### src/rtl/frame_readout_seq.sv
module frame_readout_seq #(
  parameter int NUM_LINES     = 480,
  parameter int NUM_KERNELS   = 160,
  parameter int FRAME_OVH_CYC = 8,
  parameter int ROW_OVH_CYC   = 4,
  parameter int CLK_DIV       = 4,
  localparam int LW = $clog2(NUM_LINES + 1),
  localparam int KW = $clog2(NUM_KERNELS + 1),
  localparam int DW = (CLK_DIV > 2) ? $clog2(CLK_DIV) : 1,
  localparam int OMAX = (FRAME_OVH_CYC > ROW_OVH_CYC) ? FRAME_OVH_CYC : ROW_OVH_CYC,
  localparam int CW = (OMAX > 2) ? $clog2(OMAX) : 1
) (
  input  logic          clk,
  input  logic          rst_n,
  input  logic          frame_start,
  output logic          core_tick,
  output logic          frame_ovh,
  output logic          row_ovh,
  output logic [KW-1:0] kernel_idx,
  output logic [LW-1:0] line_idx,
  output logic          line_done,
  output logic          frame_valid
);

  typedef enum logic [1:0] {S_IDLE, S_FOVH, S_ROVH, S_KERN} phase_t;

  phase_t        st;
  logic [DW-1:0] dcnt;
  logic [CW-1:0] ocnt;

  assign core_tick   = (dcnt == DW'(CLK_DIV - 1));
  assign frame_ovh   = (st == S_FOVH);
  assign row_ovh     = (st == S_ROVH);
  assign frame_valid = (st != S_IDLE);

  always_ff @(posedge clk or negedge rst_n) begin
    if (!rst_n) begin
      dcnt       <= '0;
      st         <= S_IDLE;
      ocnt       <= '0;
      kernel_idx <= '0;
      line_idx   <= '0;
      line_done  <= 1'b0;
    end else begin
      dcnt <= core_tick ? '0 : dcnt + DW'(1);
      if (core_tick) begin
        line_done <= 1'b0;
        case (st)
          S_IDLE: if (frame_start) begin
            st   <= S_FOVH;
            ocnt <= '0;
          end
          S_FOVH: begin
            if (ocnt == CW'(FRAME_OVH_CYC - 1)) begin
              st       <= S_ROVH;
              ocnt     <= '0;
              line_idx <= LW'(1);
            end else ocnt <= ocnt + CW'(1);
          end
          S_ROVH: begin
            if (ocnt == CW'(ROW_OVH_CYC - 1)) begin
              st         <= S_KERN;
              kernel_idx <= KW'(1);
            end else ocnt <= ocnt + CW'(1);
          end
          S_KERN: begin
            if (kernel_idx == KW'(NUM_KERNELS)) begin
              line_done  <= 1'b1;
              kernel_idx <= '0;
              ocnt       <= '0;
              if (line_idx == LW'(NUM_LINES)) begin
                st       <= S_IDLE;
                line_idx <= '0;
              end else begin
                st       <= S_ROVH;
                line_idx <= line_idx + LW'(1);
              end
            end else kernel_idx <= kernel_idx + KW'(1);
          end
          default: st <= S_IDLE;
        endcase
      end
    end
  end

endmodule

### config.mk
export PLATFORM = sky130hd
export DESIGN_NAME = frame_readout_seq
export DESIGN_NICKNAME = d
export VERILOG_FILES = /design/src/rtl/frame_readout_seq.sv
export SDC_FILE = /design/constraint.sdc
export NUM_CORES = 1
export LEC_CHECK = 0
export BUFFER_PORTS_ARGS = -buffer_cell sky130_fd_sc_hd__buf_4
export CORE_ASPECT_RATIO = 1.5
export CORE_UTILIZATION = 51
export DETAILED_ROUTE_END_ITERATION = 7
export MAX_ROUTING_LAYER = met4
export PLACE_DENSITY = 0.78
export SYNTH_ARGS = -nofsm -noshare
export SYNTH_HDL_FRONTEND = slang
export SYNTH_SLANG_ARGS = --single-unit
### constraint.sdc
create_clock -name clk -period 1.83 [get_ports clk]
set_clock_uncertainty 0.2 [all_clocks]
set_input_delay 0.183 -clock clk [delete_from_list [all_inputs] [get_ports clk]]
set_output_delay 0.183 -clock clk [all_outputs]
set_load 0.02 [all_outputs]
# ---- Yosys cells after proc, flatten, opt, wreduce, memory -nomap -nowiden
# Index checks and enable logic that the tools add are counted.
dict set report totals {
  out_inout_bits 22
  inputBits 3
  reg_bits 25
  elab_cells 52
}
dict set report op_classes {
  n_addsub 4
  eq_ne 13
  n_reduce_logical 8
  muxes 21
}
# operator n
set op_table {}
lappend op_table {{$mux W9} 3}
lappend op_table {{$pmux W9 S2} 1}
lappend op_table {{$mux W8} 2}
lappend op_table {{$pmux W8 S2} 1}
lappend op_table {{$mux W2} 6}
lappend op_table {{$mux W3} 4}
lappend op_table {{$pmux W3 S4} 1}
lappend op_table {{$add A9 B1 Y9 const B} 1}
lappend op_table {{$eq A9 B9 Y1 const B} 1}
lappend op_table {{$add A8 B1 Y8 const B} 1}
lappend op_table {{$eq A8 B8 Y1 const B} 1}
lappend op_table {{$pmux W2 S4} 1}
lappend op_table {{$reduce_and A4 Y1} 2}
lappend op_table {{$eq A2 B2 Y1 const B} 3}
lappend op_table {{$ne A2 B2 Y1 const B} 3}
lappend op_table {{$reduce_bool A2 Y1} 3}
lappend op_table {{$reduce_and A5 Y1} 1}
lappend op_table {{$ne A2 B1 Y1 const B} 2}
lappend op_table {{$add A3 B1 Y3 const B} 1}
lappend op_table {{$eq A3 B2 Y1 const B} 1}
lappend op_table {{$eq A3 B3 Y1 const B} 1}
lappend op_table {{$reduce_and A3 Y1} 1}
lappend op_table {{$add A2 B1 Y2 const B} 1}
lappend op_table {{$eq A2 B1 Y1 const B} 1}
lappend op_table {{2 further kinds} 3}

# ---- Logic depth before layout (Yosys ltp)
dict set report depth {
  word_depth 4
  mapped_depth 8
  depth_no_buf 6
}

# ---- Worst setup path before layout
# Ideal clock, no wire load.
dict set report synth_timing {
  kind {reg-to-reg}
  start {register st[1]}
  end {register line_idx[6]}
  synth_period_minus_slack_ns 2.137
  setup_ns 0.078
  path_slack_ns -0.307
  t_required_ns 1.552
  path_buffers 1
  arrival_ns 1.859
  stages_incl_launch_ff 8
  path_cell_list {dfrtp_1 inv_1 ha_1 mux2_2 nand2_1 clkbuf_1 o31ai_1 a21oi_1}
}
dict set report synth_via {
  elab_chain_cells 3
  elab_cells_between_ends 7
  classes_between {eq/ne: 4; mux: 1; reduce/logical: 2}
}
# element line_no
set synth_lines {}
lappend synth_lines {{from (decl)} 27} ;# phase_t st;
lappend synth_lines {{from (signal assigned)} 39} ;# st <= S_IDLE;
lappend synth_lines {{from (signal assigned)} 50} ;# st <= S_FOVH;
lappend synth_lines {{from (signal assigned)} 55} ;# st <= S_ROVH;
lappend synth_lines {{$eq A2 B1 Y1 *} n/a}
lappend synth_lines {{via frame_ovh} 17} ;# output logic frame_ovh,
lappend synth_lines {{$ne A2 B1 Y1 (no source line) / $reduce_bool A2 Y1 (equally long branches)} n/a}
lappend synth_lines {{$reduce_and A4 Y1 (no source line)} n/a}
lappend synth_lines {{to (signal assigned)} 76} ;# line_idx <= line_idx + LW'(1);
lappend synth_lines {{to (decl)} 20} ;# output logic [LW-1:0] line_idx,
# Mark *: on every way through the listed nets, which the timed path passes. The rest lies on a longest branch.
# A chain may end at the register's enable or synchronous reset.

# ---- Worst setup path in the final report
dict set report layout_timing {
  start {register kernel_idx[1]}
  end {register line_idx[2]}
}
dict set report layout_via {
  elab_chain_cells 3
}
# element line_no
set layout_lines {}
lappend layout_lines {{from (decl)} 19} ;# output logic [KW-1:0] kernel_idx,
lappend layout_lines {{from (signal assigned)} 78} ;# end else kernel_idx <= kernel_idx + KW'(1);
lappend layout_lines {{$eq A8 B8 Y1} 67} ;# if (kernel_idx == KW'(NUM_KERNELS)) begin
lappend layout_lines {{$ne A2 B2 Y1 (no source line)} n/a}
lappend layout_lines {{$reduce_and A4 Y1 (no source line)} n/a}
# Every way passes these cells.

==> impl_metrics.tcl <==
set metrics [dict create \
    drcViolationCount 0 \
    drv_cap 0 \
    place.gp.congestion 0.833 \
    diodes 0 \
    slew_violations 0 \
    worstSetupStartpointType "register" \
    grt_pass1_vias 1688 \
    wire_per_inst_um 20.7 \
    worstSkewPairLatency_ns 0.28 \
    start_util_pct 54.8 \
    n_fill_cell 128 \
    cts.clk_slew.worst_paths_ns 0.09 \
    grt_start_max_net_pins 26 \
    tritoncts "yes" \
    syn_inst 170 \
    yosysUniqueCellTypes 40 \
    io-pin-count 25 \
    worstPathRequired_ns 1.84 \
    synth_nets 186 \
    cts_sinks 25 \
    hold_path.class "in2async" \
    drt-vias-per-instance 6.17 \
    final_area_um2 2670 \
    rsz0062_at_grt "yes" \
    dr_total_vias 1752 \
    rr_startpoint "kernel_idx[1]" \
    crit_fanout 6 \
    place_area_um2 2150 \
    coreArea_um2 2970 \
    drt_pre_antenna_iters 4 \
    drt_iter0_markers 94 \
    portBuffers 24 \
    setup_viol 20 \
    die_h_um 71.2 \
    hold_slack_ns 0.143 \
    area_growth_pct 63.9 \
    dieWidth_um 48.2 \
    globalRouteOverflowTotal 0 \
    clk_root_buffer_cell "clkbuf_8" \
    num_rows 24 \
    grt_pass1_wl_mm 7.61 \
    tns_ns -2.15 \
    path_class "reg2reg" \
    post-route-period-util_pct 111 \
    wl_mm 5.89 \
    fin_crit_ns 2.03 \
    grt_usage_pct 31.5 \
    die-area_um2 3430 \
    ant_nets 0 \
    worstPathArrival_ns 2.04 \
    ff2ff_path_depth 7 \
    ys_ff_latch 25 \
    clk_path_buf_depth 2 \
    p_leak_nw 1.14 \
    hpwl_mm 3.08 \
    rrSetupSlack_ns -0.20 \
    synthesis.area_um2 1630 \
    antenna_found_initial 0 \
    status "finished with violations" \
    slew_headroom_pct 76.7 \
    cts_buffers 3 \
    setup_ws_ns -0.202 \
    power_density_nw_per_um2 342 \
    hold_violations 0 \
    fin_nets 262 \
    peakVddDrop_mv 0.454 \
    violations "setup timing" \
    drive_gt1_share_pct 59.6 \
    yosysWarnings 0 \
    tightestPinTransition_ns 0.349 \
    avgSynthCellArea_um2 9.59 \
    htree_levels 1 \
    end_kind "register" \
    timing.rr.end "line_idx[2]" \
    clock.fmax_mhz 492 \
    ys_seq_area_share_pct 38.4 \
]
-- worst max-delay path, cell delays in order, from the launching register on --
cell,delay [ns]
dfrtp_2,0.43
inv_2,0.08
ha_4,0.12
and4bb_1,0.27
a21boi_2,0.11
buf_12,0.15
or4_4,0.43
a21oi_2,0.18
-- cells by family (layout without fill, tap and decap cells) --
| logic type | count (synthesis) | in the layout | share of synthesized area [%] |
|---|---|---|---|
| simple gates | 59 | 59 | 23.1 |
| flops | 25 | 25 | 38.4 |
| buf+inv | 24 | 99 | 7.37 |
| compound gates | 40 | 40 | 15.4 |
| mux | 9 | 9 | 5.76 |
| fa+ha+maj | 13 | 13 | 9.98 |
-- through the flow --
stage	power (mW)	worst slack (ns)	utilization (%)	std cells
floorplan	0.563	-0.0609	-	170
global placement	0.577	-0.110	72.3	262
detailed placement	0.578	-0.187	72.3	262
CTS	0.912	-0.140	79.9	275
global route	0.947	-0.287	89.9	284
finish	0.914	-0.202	89.9	284
-- cell usage in the layout (no fill, tap or decap), types with 4 or more instances in the layout --
cell type,n
a21oi_2,9
nand2_1,5
o21ai_1,5
inv_2,4
buf_6,12
a21oi_1,4
ha_4,6
nor2_1,4
dfrtp_1,22
mux2i_1,6
inv_1,12
ha_2,4
buf_4,63
nand3_1,10
-- routing by layer --
metal  vias up  GRT usage, %  share of wire (%)
met5         -             -                  0
met3        27          3.78                5.3
met1       862          34.6                 38
li1        771             -                  -
met4         0          13.9                3.3
met2        92          53.5                 53
-- repair_timing --
action / in CTS / in global routing
hold endpoints to repair: 25 / 0
hold buffers: 1 / 0
resized for setup: 27 / 45
buffers inserted: 8 / 8
pin swaps: 11 / 24
gates cloned: 0 / 1
setup endpoints to repair: 18 / 22
-- report_power, final --
group / internal [mW] / switching [mW]
logic: 0.00512 / 0.0119
clock network: 0.153 / 0.192
registers: 0.552 / 0
-- worst max-delay path by stage --
stage | from | end | slack (ns) | cells past startpoint
after floorplan | kernel_idx[1] | line_idx[2] | -0.06 | 8
after detailed placement | kernel_idx[1] | line_idx[6] | -0.19 | 7
after global placement | kernel_idx[1] | line_idx[6] | -0.11 | 7
final | kernel_idx[1] | line_idx[2] | -0.20 | 7
after CTS | kernel_idx[1] | line_idx[2] | -0.14 | 7
after global routing | kernel_idx[1] | line_idx[4] | -0.29 | 7
-- final cells by class --
class	count	area (µm²)	share of cell area [%]
clock buffers	3	41.3	1.54
flip-flops and latches	25	629	23.5
well taps	39	48.8	1.83
clock inverters	1	5.00	0.187
multi-input cells	121	1200	45.1
inverters	16	60.1	2.25
repair buffers	79	683	25.6
-- state kept, by name (all words and copies together) (netlist names) --
| register | count |
|---|---|
| line_idx | 9 |
| kernel_idx | 8 |
| ocnt | 3 |
| dcnt | 2 |
| st | 2 |
| line_done | 1 |
-- cells in the mapped netlist (all sizes together) --
cell     number  area (µm²)
dfrtp        25         626
inv          16        60.1
nand3        14        70.1
a21oi        13        65.1
ha           13         163
nand2         9        33.8
o21ai         8        40.0
o31ai         7        52.6
mux2i         6        60.1
buf           5        48.8
nor2          5        18.8
or4           5        37.5
a21boi        3        26.3
and3          3        21.3
and4bb        3        37.5
clkbuf        3        11.3
mux2          3        33.8
nand4         3        18.8
o211ai        3        22.5
and2          2        12.5
and4b         2        20.0
nand2b        2        15.0
nand4bb       2        22.5
nor2b         2        12.5
nor4          2        12.5
o22ai         2        12.5
or2           2        12.5
a22o          1        8.76
a2bb2oi       1        8.76
a31oi         1        6.26
nor3          1        5.00
nor3b         1        18.8
o41ai         1        8.76
or2b          1        7.51
No activity file was read; power rests on OpenSTA's default activity.
